[src/rtl/arb_pkg.sv]
package arb_pkg;
  typedef enum logic [2:0] {
    ST_IDLE    = 3'd0,
    ST_SLEW    = 3'd1,
    ST_HOLD    = 3'd2,
    ST_BACKOFF = 3'd3,
    ST_GRANT   = 3'd4
  } arb_state_t;
endpackage

[src/rtl/claim_sync.sv]
module claim_sync #(
  parameter int N_LINES = 1
) (
  input  logic               clk_i,
  input  logic               rst_i,
  input  logic [N_LINES-1:0] line_n_i,
  output logic [N_LINES-1:0] line_n_o
);
  for (genvar g = 0; g < N_LINES; g++) begin : g_line
    logic meta_q, sync_q;
    always_ff @(posedge clk_i) begin
      if (rst_i) begin
        meta_q <= 1'b1;
        sync_q <= 1'b1;
      end else begin
        meta_q <= line_n_i[g];
        sync_q <= meta_q;
      end
    end
    assign line_n_o[g] = sync_q;
  end
endmodule

[src/rtl/us_prescaler.sv]
module us_prescaler #(
  parameter int CLK_PER_US = 250
) (
  input  logic clk_i,
  input  logic rst_i,
  input  logic clr_i,
  input  logic en_i,
  output logic tick_o
);
  localparam int PW = (CLK_PER_US > 1) ? $clog2(CLK_PER_US) : 1;
  localparam logic [PW-1:0] LAST = PW'(CLK_PER_US - 1);

  logic [PW-1:0] pre_q;

  assign tick_o = en_i && (pre_q == LAST);

  always_ff @(posedge clk_i) begin
    if (rst_i || clr_i) pre_q <= '0;
    else if (en_i)      pre_q <= tick_o ? '0 : pre_q + 1'b1;
  end
endmodule

[src/rtl/tick_timer.sv]
module tick_timer #(
  parameter int CNT_W = 16
) (
  input  logic             clk_i,
  input  logic             rst_i,
  input  logic             clr_i,
  input  logic             tick_i,
  input  logic [CNT_W-1:0] len_i,
  output logic             done_o
);
  logic [CNT_W-1:0] cnt_q;
  logic [CNT_W:0]   cnt_next;

  assign cnt_next = {1'b0, cnt_q} + 1'b1;
  assign done_o   = tick_i && (cnt_next >= {1'b0, len_i});

  always_ff @(posedge clk_i) begin
    if (rst_i || clr_i) cnt_q <= '0;
    else if (tick_i)    cnt_q <= cnt_q + 1'b1;
  end
endmodule

[src/rtl/bus_claim_arbiter.sv]
module bus_claim_arbiter
  import arb_pkg::*;
#(
  parameter int N_PEERS    = 1,
  parameter int CLK_PER_US = 250,
  parameter int CNT_W      = 16
) (
  input  logic               clk_i,
  input  logic               rst_i,
  input  logic               req_i,
  input  logic [CNT_W-1:0]   slew_len_i,
  input  logic [CNT_W-1:0]   retry_len_i,
  input  logic [CNT_W-1:0]   giveup_len_i,
  input  logic [N_PEERS-1:0] peer_claim_n_i,
  output logic               claim_n_o,
  output logic               grant_o,
  output logic               err_o
);
  arb_state_t         state_q;
  logic [CNT_W-1:0]   slew_q, retry_q, giveup_q;
  logic [CNT_W-1:0]   phase_len;
  logic [N_PEERS-1:0] peer_sync_n;
  logic               armed_q, active, start, tick;
  logic               phase_done, giveup_done, peer_busy;

  claim_sync #(.N_LINES(N_PEERS)) u_sync (
    .clk_i    (clk_i),
    .rst_i    (rst_i),
    .line_n_i (peer_claim_n_i),
    .line_n_o (peer_sync_n)
  );

  assign peer_busy = ~&peer_sync_n;
  assign active    = (state_q == ST_SLEW) || (state_q == ST_HOLD) ||
                     (state_q == ST_BACKOFF);
  assign start     = (state_q == ST_IDLE) && req_i && armed_q;
  assign phase_len = (state_q == ST_SLEW) ? slew_q : retry_q;

  us_prescaler #(.CLK_PER_US(CLK_PER_US)) u_pre (
    .clk_i  (clk_i),
    .rst_i  (rst_i),
    .clr_i  (start),
    .en_i   (active),
    .tick_o (tick)
  );

  tick_timer #(.CNT_W(CNT_W)) u_phase (
    .clk_i  (clk_i),
    .rst_i  (rst_i),
    .clr_i  (start || phase_done),
    .tick_i (tick),
    .len_i  (phase_len),
    .done_o (phase_done)
  );

  tick_timer #(.CNT_W(CNT_W)) u_giveup (
    .clk_i  (clk_i),
    .rst_i  (rst_i),
    .clr_i  (start),
    .tick_i (tick),
    .len_i  (giveup_q),
    .done_o (giveup_done)
  );

  always_ff @(posedge clk_i) begin
    if (rst_i) begin
      state_q   <= ST_IDLE;
      claim_n_o <= 1'b1;
      grant_o   <= 1'b0;
      err_o     <= 1'b0;
      armed_q   <= 1'b0;
      slew_q    <= '0;
      retry_q   <= '0;
      giveup_q  <= '0;
    end else begin
      err_o <= 1'b0;
      if (!req_i) armed_q <= 1'b1;
      case (state_q)
        ST_IDLE: begin
          if (start) begin
            state_q   <= ST_SLEW;
            claim_n_o <= 1'b0;
            armed_q   <= 1'b0;
            slew_q    <= slew_len_i;
            retry_q   <= retry_len_i;
            giveup_q  <= giveup_len_i;
          end
        end
        ST_SLEW, ST_HOLD, ST_BACKOFF: begin
          if (!req_i) begin
            state_q   <= ST_IDLE;
            claim_n_o <= 1'b1;
          end else if (giveup_done) begin
            state_q   <= ST_IDLE;
            claim_n_o <= 1'b1;
            err_o     <= 1'b1;
          end else if (phase_done) begin
            if (state_q == ST_BACKOFF) begin
              state_q   <= ST_SLEW;
              claim_n_o <= 1'b0;
            end else if (!peer_busy) begin
              state_q <= ST_GRANT;
              grant_o <= 1'b1;
            end else if (state_q == ST_SLEW) begin
              state_q <= ST_HOLD;
            end else begin
              state_q   <= ST_BACKOFF;
              claim_n_o <= 1'b1;
            end
          end
        end
        ST_GRANT: begin
          if (!req_i) begin
            state_q   <= ST_IDLE;
            claim_n_o <= 1'b1;
            grant_o   <= 1'b0;
          end
        end
        default: begin
          state_q   <= ST_IDLE;
          claim_n_o <= 1'b1;
          grant_o   <= 1'b0;
        end
      endcase
    end
  end
endmodule

[config.mk]
export PLATFORM = sky130hd
export DESIGN_NAME = bus_claim_arbiter
export DESIGN_NICKNAME = d
export VERILOG_FILES = /design/src/rtl/arb_pkg.sv /design/src/rtl/claim_sync.sv /design/src/rtl/us_prescaler.sv /design/src/rtl/tick_timer.sv /design/src/rtl/bus_claim_arbiter.sv
export SDC_FILE = /design/constraint.sdc
export NUM_CORES = 1
export LEC_CHECK = 0
export BUFFER_PORTS_ARGS = -buffer_cell sky130_fd_sc_hd__buf_2
export CORE_MARGIN = 2
export CORE_UTILIZATION = 30
export DETAILED_ROUTE_END_ITERATION = 10
export GPL_ROUTABILITY_DRIVEN = 0
export PLACE_DENSITY = 0.53
export SLEW_MARGIN = 20
export SYNTH_ARGS = -nofsm -noshare
export SYNTH_HDL_FRONTEND = slang
export SYNTH_SLANG_ARGS = --single-unit
[constraint.sdc]
create_clock -name clk_i -period 8.15 [get_ports clk_i]
set_clock_uncertainty 0.1 [all_clocks]
set_input_delay 1.2225 -clock clk_i [delete_from_list [all_inputs] [get_ports clk_i]]
set_output_delay 1.2225 -clock clk_i [all_outputs]
set_load 0.05 [all_outputs]
== After elaboration in Yosys (flattened, before gate mapping) ==
Index checks and enable logic that the tools add are counted.

* Flip-flop bits (word level): 97
* Bits of input ports: 52
* Output and inout port bits: 3
* Logic and storage cells: 86

* Mux-type cells: 31
* Equality and inequality tests: 15
* Bitwise gates (word level): 3
* Add/sub/neg operators: 5
* Reduce and logical (&&, ||, !) cells: 17
* $lt $le $gt $ge: 2

{| class="wikitable"
|+ Operator list
! kind !! count
|-
| 16-bit by 1-bit adder with 17-bit output (second input constant) || 2
|-
| 17-bit by 16-bit greater-or-equal comparator with 1-bit output || 2
|-
| 16-bit by 1-bit adder with 16-bit output (second input constant) || 2
|-
| 3-bit 2-to-1 mux || 7
|-
| 1-bit 2-to-1 mux || 19
|-
| 16-bit 2-to-1 mux || 1
|-
| 2-bit inequality test (second input constant) || 6
|-
| 5-bit inequality test (second input constant) || 2
|-
| 3-bit one-hot mux with 3 select lines || 1
|-
| 8-bit by 1-bit adder with 8-bit output (second input constant) || 1
|-
| 8-bit == test (second input constant) || 1
|-
| 8-bit 2-to-1 mux || 1
|-
| 7-bit AND reduction || 1
|-
| 3-bit by 2-bit == test with 1-bit output (second input constant) || 2
|-
| 1-bit one-hot mux with 3 select lines || 2
|-
| 3-bit OR reduction || 2
|-
| 1-bit logical AND || 5
|-
| 1-bit logical OR || 5
|-
| 5-bit AND reduction || 1
|-
| 4-bit inequality test (second input constant) || 1
|-
| 3-bit by 1-bit == test with 1-bit output (second input constant) || 1
|-
| 3-bit == test (second input constant) || 1
|-
| 3-bit logical NOT || 1
|-
| 1-bit NOT || 3
|-
| other kinds (3) || 3
|}

== Logic depth before layout (Yosys ltp) ==
Gate-level depths: netlist (run 1).

* Depth in word-level cells: 9
* Mapped depth: 15
* Mapped depth without buffers: 14

== Modules after synthesis ==
A second synthesis (run 1) with hierarchy kept.

* Cell total of the unflattened synthesis: 689
* Area, all modules: 5497.8 um^2

{| class="wikitable"
|+ Modules (own cells, without submodules)
! module !! times used !! seq. area each (um^2) !! cells an instance !! area each (um^2)
|-
| bus_claim_arbiter || 1 || 1101.1 || 283 || 2259.7
|-
| tick_timer (u_phase) || 1 || 320.3 || 177 || 1382.6
|-
| tick_timer (u_giveup) || 1 || 320.3 || 172 || 1357.6
|-
| us_prescaler || 1 || 160.2 || 53 || 445.4
|-
| claim_sync || 1 || 40.0 || 4 || 52.6
|}

== Worst setup path after synthesis (run 1) ==
No wires, ideal clock.

* Path kind: reg-to-reg
* Start: reg state_q[0]
* End: reg state_q[0]
* Data required time: 7934 ps
* Setup slack: 4647 ps
* Buffers on the path: 3
* Clock period less this slack: 3503 ps
* Stages on the path, launching flop included: 14
* Arrival: 3286 ps
* Library setup time: 116 ps
* Path through: dfxtp_1 clkbuf_1 nor3b_1 buf_1 buf_2 mux2i_1 ha_1 nand3_1 a21oi_1 o41ai_1 a31oi_1 o21ai_2 mux2_1 a41o_1

* Word-level cells in the longest chain between the ends: 8
* Elaborated cells on any way between the ends: 26
* Classes of those cells: 1 x order compare; 7 x eq/ne; 8 x mux; 10 x reduce/logical

{| class="wikitable"
|+ RTL lines
! element !! line !! RTL
|-
| from (decl) || bus_claim_arbiter.sv:19 || <nowiki>arb_state_t state_q;</nowiki>
|-
| from (signal assigned) || bus_claim_arbiter.sv:67 || <nowiki>state_q <= ST_IDLE;</nowiki>
|-
| from (signal assigned) || bus_claim_arbiter.sv:81 || <nowiki>state_q <= ST_SLEW;</nowiki>
|-
| from (signal assigned) || bus_claim_arbiter.sv:91 || <nowiki>state_q <= ST_IDLE;</nowiki>
|-
| branches (longest 8 deep; another with 17-bit by 16-bit greater-or-equal comparator with 1-bit output) || - ||
|}

Parallel ways; which one is timed is not known. The select of a mux whose other input is x is not followed.
A chain may end at the register's enable or synchronous reset.

== Worst setup path after layout (run 1) ==
* Start: reg u_phase.cnt_q[2]
* End: reg u_phase.cnt_q[15]

* Word-level cells in the longest chain between the ends: 5
* Elaborated cells on any way between the ends: 6
* Classes of those cells: 2 x add/sub; 1 x order compare; 3 x reduce/logical

{| class="wikitable"
|+ RTL lines
! element !! line !! RTL
|-
| from (decl) || tick_timer.sv:11 || <nowiki>logic [CNT_W-1:0] cnt_q;</nowiki>
|-
| from (signal assigned) || tick_timer.sv:19 || <nowiki>else if (tick_i) cnt_q <= cnt_q + 1'b1;</nowiki>
|-
| 16-bit by 1-bit adder with 17-bit output || tick_timer.sv:14 || <nowiki>assign cnt_next = {1'b0, cnt_q} + 1'b1;</nowiki>
|-
| net u_phase.cnt_next[11] || tick_timer.sv:12 || <nowiki>logic [CNT_W:0] cnt_next;</nowiki>
|-
| 17-bit by 16-bit greater-or-equal comparator with 1-bit output || tick_timer.sv:15 || <nowiki>assign done_o = tick_i && (cnt_next >= {1'b0, len_i});</nowiki>
|-
| 1-bit logical AND || tick_timer.sv:15 ||
|-
| 1-bit logical OR || bus_claim_arbiter.sv:50 || <nowiki>.clr_i (start || phase_done),</nowiki>
|-
| 1-bit logical OR || tick_timer.sv:18 || <nowiki>if (rst_i || clr_i) cnt_q <= '0;</nowiki>
|}

The timed path passes the listed nets, and every way through them passes these cells.

==> results.sh, run 1 <==
export IMPL_hold_violations=0
export IMPL_drc=0
export IMPL_synth_flop_cell="dfxtp_1"
export IMPL_clkSinkCount=97
export IMPL_grt_pass1_vias=4108
export IMPL_synth_fa_ha_area_share_pct=8.67
export IMPL_ios=55
export IMPL_final_layout_size_suffix_gt1_share_pct=12.8
export IMPL_die_area_sq_um=18400
export IMPL_core_area_sq_um=17100
export IMPL_maxSlewViolCount=0
export IMPL_vias_per_cell=4.69
export IMPL_synth_compound_area_share_pct=13.2
export IMPL_status="complete, no violations"
export IMPL_clkSlewWorstSetupHoldPaths_ns=0.07
export IMPL_critPathArrivalTime_ns=4.07
export IMPL_seq_power_share_pct=49.5
export IMPL_startpoint_type="flop"
export IMPL_min_to="u_sync.line_n_o"
export IMPL_nNetsFinal=778
export IMPL_synth_top_family_by_area="simple AND/OR/NAND/NOR gates"
export IMPL_crit_path_max_fanout=16
export IMPL_critPathSlowestCell="nand2_1"
export IMPL_drtIter0Drc=212
export IMPL_reg2regPathDepth=14
export IMPL_rsz0062_at_grt="no"
export IMPL_path_buf_inv=0
export IMPL_n_antenna_cell=0
export IMPL_syn_area_per_cell_sq_um=7.96
export IMPL_max_stage_delay_ns=0.55
export IMPL_syn_inst=652
export IMPL_cts_resized=0
export IMPL_grt_pass1_wl_mm=19.8
export IMPL_drv_cap=0
export IMPL_synth_mux_area_fraction_pct=3.52
export IMPL_yosysUniqueCellTypes=53
export IMPL_place_ws_ns=4.20
export IMPL_max_clock_path_buffers=2
export IMPL_switching_share_pct=26.2
export IMPL_max_freq_mhz=253
export IMPL_powerDensity_nw_per_um2=166
export IMPL_power_internal_w=0.000729
export IMPL_timing_slew_headroom_pct=29.2
export IMPL_die_w_um=136
export IMPL_cpMostUsedCell="nand2_1"
export IMPL_worst_pin_slew_ns=1.06
export IMPL_hpwl_mm=8.25
export IMPL_grt_max_degree=61
export IMPL_min_from="u_sync.g_line[0].meta_q"
export IMPL_die_y_um=136
export IMPL_path_cells="nand3_1 -> nor3_1 -> and3_1 -> and2_1 -> nand2_1 -> xnor2_1 -> ha_1 -> nand4_1 -> nor4_1 -> o41ai_1 -> a31oi_1 -> o21ai_2 -> nand2_1 -> nor2_1"
export IMPL_tns_ns=0
export IMPL_timing_final_crit_share_pct=48.5
export IMPL_setup_viol=0
export IMPL_crit_type="flop to flop"
export IMPL_synth_edf_count=0
export IMPL_yosysSeqAreaShare_pct=37.4
export IMPL_cts_root_buf="clkbuf_16"
export IMPL_p_leak_nw=2.26
export IMPL_layout_common_cells="nand2_1 (142), dfxtp_1 (97), a21oi_1 (72)"
export IMPL_clkPwrFrac_pct=43.0
export IMPL_yosysWarnings=0
export IMPL_setup_ws_ns=4.20
export IMPL_fin_crit_ns=3.95
export IMPL_mostFrequentLayoutCell="nand2_1"
export IMPL_antenna_found_initial=0
export IMPL_peakVddDrop_mv=0.110
export IMPL_synth_fp_nets=740
export IMPL_synthSimpleGateAreaFrac_pct=23.3
export IMPL_crit_required_ns=8.27
export IMPL_p_switching_w=0.000259
export IMPL_holdPathStages=1
export IMPL_p_comb_share_pct=7.6
export IMPL_clk_latency_ns=0.36
export IMPL_totalWireLength_mm=11.7
export IMPL_cts_tree="done"
export IMPL_ys_seq_elements=97
export IMPL_async_flop_share_pct=0
export IMPL_post_drt_wl_per_cell_um=12.7
export IMPL_start_util_pct=30.3
export IMPL_hold_buffers=0
export IMPL_syn_area_sq_um=5190
export IMPL_grt_overflow=0
export IMPL_dp_cells=904
export IMPL_hold_class="flop to flop"
export IMPL_synthXorXnorAreaFrac_pct=9.61
export IMPL_fin_cells=920
export IMPL_num_vias=4314
export IMPL_htree_levels=3
export IMPL_portBuffers=54
export IMPL_grtUsageTotal_pct=13.5
export IMPL_timing_rr_start="u_phase.cnt_q[2]"
export IMPL_antenna_left=0
export IMPL_drtPass1Iterations=4
export IMPL_cp_top_family="simple AND/OR/NAND/NOR gates"
export IMPL_timing_rr_end="u_phase.cnt_q[15]"
export IMPL_area_growth_pct=14.4
export IMPL_worst_setup_path_end_kind="flop"
export IMPL_postCtsSetupBuffers=0
export IMPL_r2r_setup_slack_ns=4.20
export IMPL_numCtsBuffers=9
export IMPL_fp_row_count=48
[worst max-delay path by stage]
stage | startpoint | end | cells past startpoint | slack (ns)
2_1_floorplan | state_q[0] | state_q[0] | 13 | 4.65
6_report | u_phase.cnt_q[2] | u_phase.cnt_q[15] | 14 | 4.20
5_1_grt | u_phase.cnt_q[2] | u_phase.cnt_q[12] | 14 | 3.82
3_5_place_dp | u_phase.cnt_q[2] | u_phase.cnt_q[7] | 14 | 4.20
4_1_cts | u_phase.cnt_q[2] | u_phase.cnt_q[15] | 14 | 4.20
3_3_place_gp | u_phase.cnt_q[2] | u_phase.cnt_q[12] | 14 | 4.38
[routing by layer]
| metal | vias to the layer above | global-route usage (%) | routed length (um) |
|---|---|---|---|
| met5 | - | 0 | 0 |
| met4 | 0 | 5.32 | 190 |
| met1 | 1963 | 18.3 | 5950 |
| met2 | 51 | 21.1 | 5160 |
| li1 | 2288 | - | - |
| met3 | 12 | 2.77 | 355 |
[logic make-up (layout without fill, tap and decap cells)]
family / after synthesis / after routing
AO/OA/AOI/OAI: 120 / 120
XOR/XNOR: 57 / 57
adder cells (fa/ha/maj): 36 / 36
buffers and inverters: 54 / 97
flip-flops: 97 / 97
multiplexers: 18 / 18
AND/OR/NAND/NOR: 270 / 270
[flip-flops by register name, indices dropped and copies added, names as in the netlist]
name,count
claim_n_o,1
u_phase.cnt_q,16
slew_q,16
armed_q,1
u_pre.pre_q,8
u_giveup.cnt_q,16
u_sync.g_line.meta_q,1
err_o,1
grant_o,1
u_sync.line_n_o,1
retry_q,16
giveup_q,16
state_q,3
[stage by stage]
| stage | instance area [sq um] | hold slack, ns | total power [W] | utilization, % |
|---|---|---|---|---|
| after floorplan | 5190 | 0.289 | 0.000548 | - |
| final | 5940 | 0.312 | 0.000988 | 34.7 |
| after global routing | 5940 | 0.329 | 0.00104 | 34.7 |
| after detailed placement | 5650 | 0.298 | 0.000576 | 33.0 |
| after CTS | 5940 | 0.316 | 0.00100 | 34.7 |
| after global placement | 5650 | 0.304 | 0.000575 | 33.0 |
[cell usage after synthesis, drive strengths merged (10+ instances only)]
master / n / area share (%)
nor3: 10 / 1.2
buf: 12 / 1.2
nor2: 58 / 4.2
or3: 10 / 1.2
ha: 36 / 8.7
inv: 23 / 1.7
xnor2: 29 / 4.9
mux2i: 16 / 3.1
nand3: 16 / 1.8
nand2: 142 / 10
nand4: 11 / 1.3
o21ai: 22 / 2.2
dfxtp: 97 / 37
a21oi: 72 / 6.9
xor2: 28 / 4.7
clkbuf: 19 / 1.4
[final cells by class]
cell class                      count  area, sq um
Clock buffer                        9          225
Clock inverter                      7         66.3
Fill cell                        1824        11200
Inverter                           23         86.3
Multi-Input combinational cell    501         3040
Sequential cell                    97         1940
Tap cell                          225          282
Timing Repair Buffer               58          300
[power by group through the flow]
stage / logic [W] / registers (W) / clock network, W
2_1_floorplan: 0.0000489 / 0.000499 / 0
3_3_place_gp: 0.0000755 / 0.000500 / 0
3_5_place_dp: 0.0000758 / 0.000500 / 0
4_1_cts: 0.0000762 / 0.000489 / 0.000439
5_1_grt: 0.0000858 / 0.000490 / 0.000461
6_report: 0.0000748 / 0.000489 / 0.000425
Note: power is estimated with default switching activity, not from simulation.
==> run 2: changes to the inputs <==
- clock period: 8.15 -> 3.7 ns (I/O delays scaled with it)
==> run 2 against run 1 <==
First-iteration DRC count is 3.8% lower. Via count is 0.88% higher. Critical path depth stayed put. Sequential power is 120% higher. Count of clock-buffer cells in the layout stayed put. Clock power is 120% higher. Combinational power is 130% higher. Register-to-register slack worse by 3.9 ns.
==> results.sh, run 2 (synthesized netlist as in run 1, its figures left out) <==
export IMPL_status="complete, no violations"
export IMPL_setup_viol=0
export IMPL_drtIter0Drc=204
export IMPL_vias_per_cell=4.68
export IMPL_final_area_sq_um=6060
export IMPL_grtUsageTotal_pct=13.5
export IMPL_crit_path_max_fanout=4
export IMPL_crit_required_ns=3.85
export IMPL_layout_common_cells="nand2_1 (142), dfxtp_1 (96), a21oi_1 (72)"
export IMPL_hold_class="primary input to flop"
export IMPL_n_antenna_cell=0
export IMPL_timing_final_crit_share_pct=92.5
export IMPL_tns_ns=0
export IMPL_die_w_um=136
export IMPL_cts_tree="done"
export IMPL_max_freq_mhz=292
export IMPL_area_growth_pct=16.7
export IMPL_dp_cells=913
export IMPL_placed_area_sq_um=5730
export IMPL_hold_worst_slack_ns=0.282
export IMPL_antenna_found_initial=0
export IMPL_nNetsFinal=787
export IMPL_crit_type="flop to flop"
export IMPL_grt_max_degree=51
export IMPL_worst_pin_slew_ns=0.845
export IMPL_start_util_pct=30.3
export IMPL_fin_crit_ns=3.42
export IMPL_hold_violations=0
export IMPL_worst_setup_path_end_kind="flop"
export IMPL_grt_pass1_vias=4212
export IMPL_final_layout_size_suffix_gt1_share_pct=14.6
export IMPL_critPathArrivalTime_ns=3.58
export IMPL_grt_pass1_wl_mm=19.8
export IMPL_totalWireLength_mm=11.7
export IMPL_num_vias=4352
export IMPL_max_clock_path_buffers=2
export IMPL_numCtsBuffers=9
export IMPL_post_drt_wl_per_cell_um=12.6
export IMPL_drv_cap=0
export IMPL_startpoint_type="flop"
export IMPL_drc=0
export IMPL_core_area_sq_um=17100
export IMPL_cts_root_buf="clkbuf_16"
export IMPL_htree_levels=3
export IMPL_maxSlewViolCount=0
export IMPL_peakVddDrop_mv=0.302
export IMPL_antenna_left=0
export IMPL_fin_cells=929
export IMPL_die_area_sq_um=18400
export IMPL_die_y_um=136
export IMPL_fp_row_count=48
export IMPL_timing_slew_headroom_pct=43.5
export IMPL_ios=55
export IMPL_mostFrequentLayoutCell="nand2_1"
export IMPL_clkSlewWorstSetupHoldPaths_ns=0.08
export IMPL_grt_overflow=0
export IMPL_hpwl_mm=8.49
export IMPL_p_leak_nw=2.33
export IMPL_powerDensity_nw_per_um2=362
export IMPL_drtPass1Iterations=4
export IMPL_clk_latency_ns=0.36
export IMPL_portBuffers=54
export IMPL_rsz0062_at_grt="no"
export IMPL_clkSinkCount=97
-- run 2: worst max-delay path, cell delays in order (launching register included) --
cell and delay (ns):
dfxtp_1 0.37, nand3_2 0.14, nor3_2 0.25, and3_1 0.25
and2_1 0.20, nand2_1 0.08, xnor2_1 0.14, ha_1 0.29
nand4_1 0.12, nor4_1 0.31, o41ai_1 0.15, a31oi_1 0.22
o21ai_2 0.12, mux2_1 0.36, a41o_1 0.23
-- run 2: layout make-up --
type | count | area [sq um]
Sequential cell | 97 | 1940
Fill cell | 1842 | 11100
Clock inverter | 7 | 78.8
Timing Repair Buffer | 67 | 380
Tap cell | 225 | 282
Clock buffer | 9 | 225
Inverter | 23 | 86.3
Multi-Input combinational cell | 501 | 3070
-- run 2: final timing paths --
check                               start                 endpoint  slack, ns  cells after the start
hold / removal             peer_claim_n_i  u_sync.g_line[0].meta_q       0.28                      2
setup / recovery         u_phase.cnt_q[1]               state_q[0]       0.28                     14
setup reg to reg         u_phase.cnt_q[1]               state_q[0]       0.28                     14
hold reg to reg   u_sync.g_line[0].meta_q          u_sync.line_n_o       0.31                      1
-- run 2: where the power goes --
group          switching, W  internal (W)
logic              0.000102     0.0000677
clock network      0.000467      0.000483
registers         0.0000113       0.00106
total              0.000580       0.00162
-- run 2: per-layer routing --
metal | global-route usage (%) | wire length, um | vias to the layer above
met2 | 22.6 | 5400 | 60
met5 | 0 | 0 | -
met4 | 5.03 | 183 | 0
met1 | 17.3 | 5750 | 1980
met3 | 2.73 | 356 | 10
li1 | - | - | 2302
-- run 2: stage by stage --
step	worst slack [ns]	util, %	power (W)
finish	0.278	35.4	0.00220
global route	0.0551	35.4	0.00230
CTS	0.103	35.2	0.00224
detailed placement	0.134	33.5	0.00127
global placement	0.204	33.5	0.00127
floorplan	0.197	-	0.00121
-- run 2: timing repair --
action / 4_1_cts / 5_1_grt
hold buffers: 0 / 0
gates resized for setup: 0 / 6
setup endpoints to repair: 0 / 20
endpoints found under the hold margin: 0 / 0
setup buffers: 0 / 0
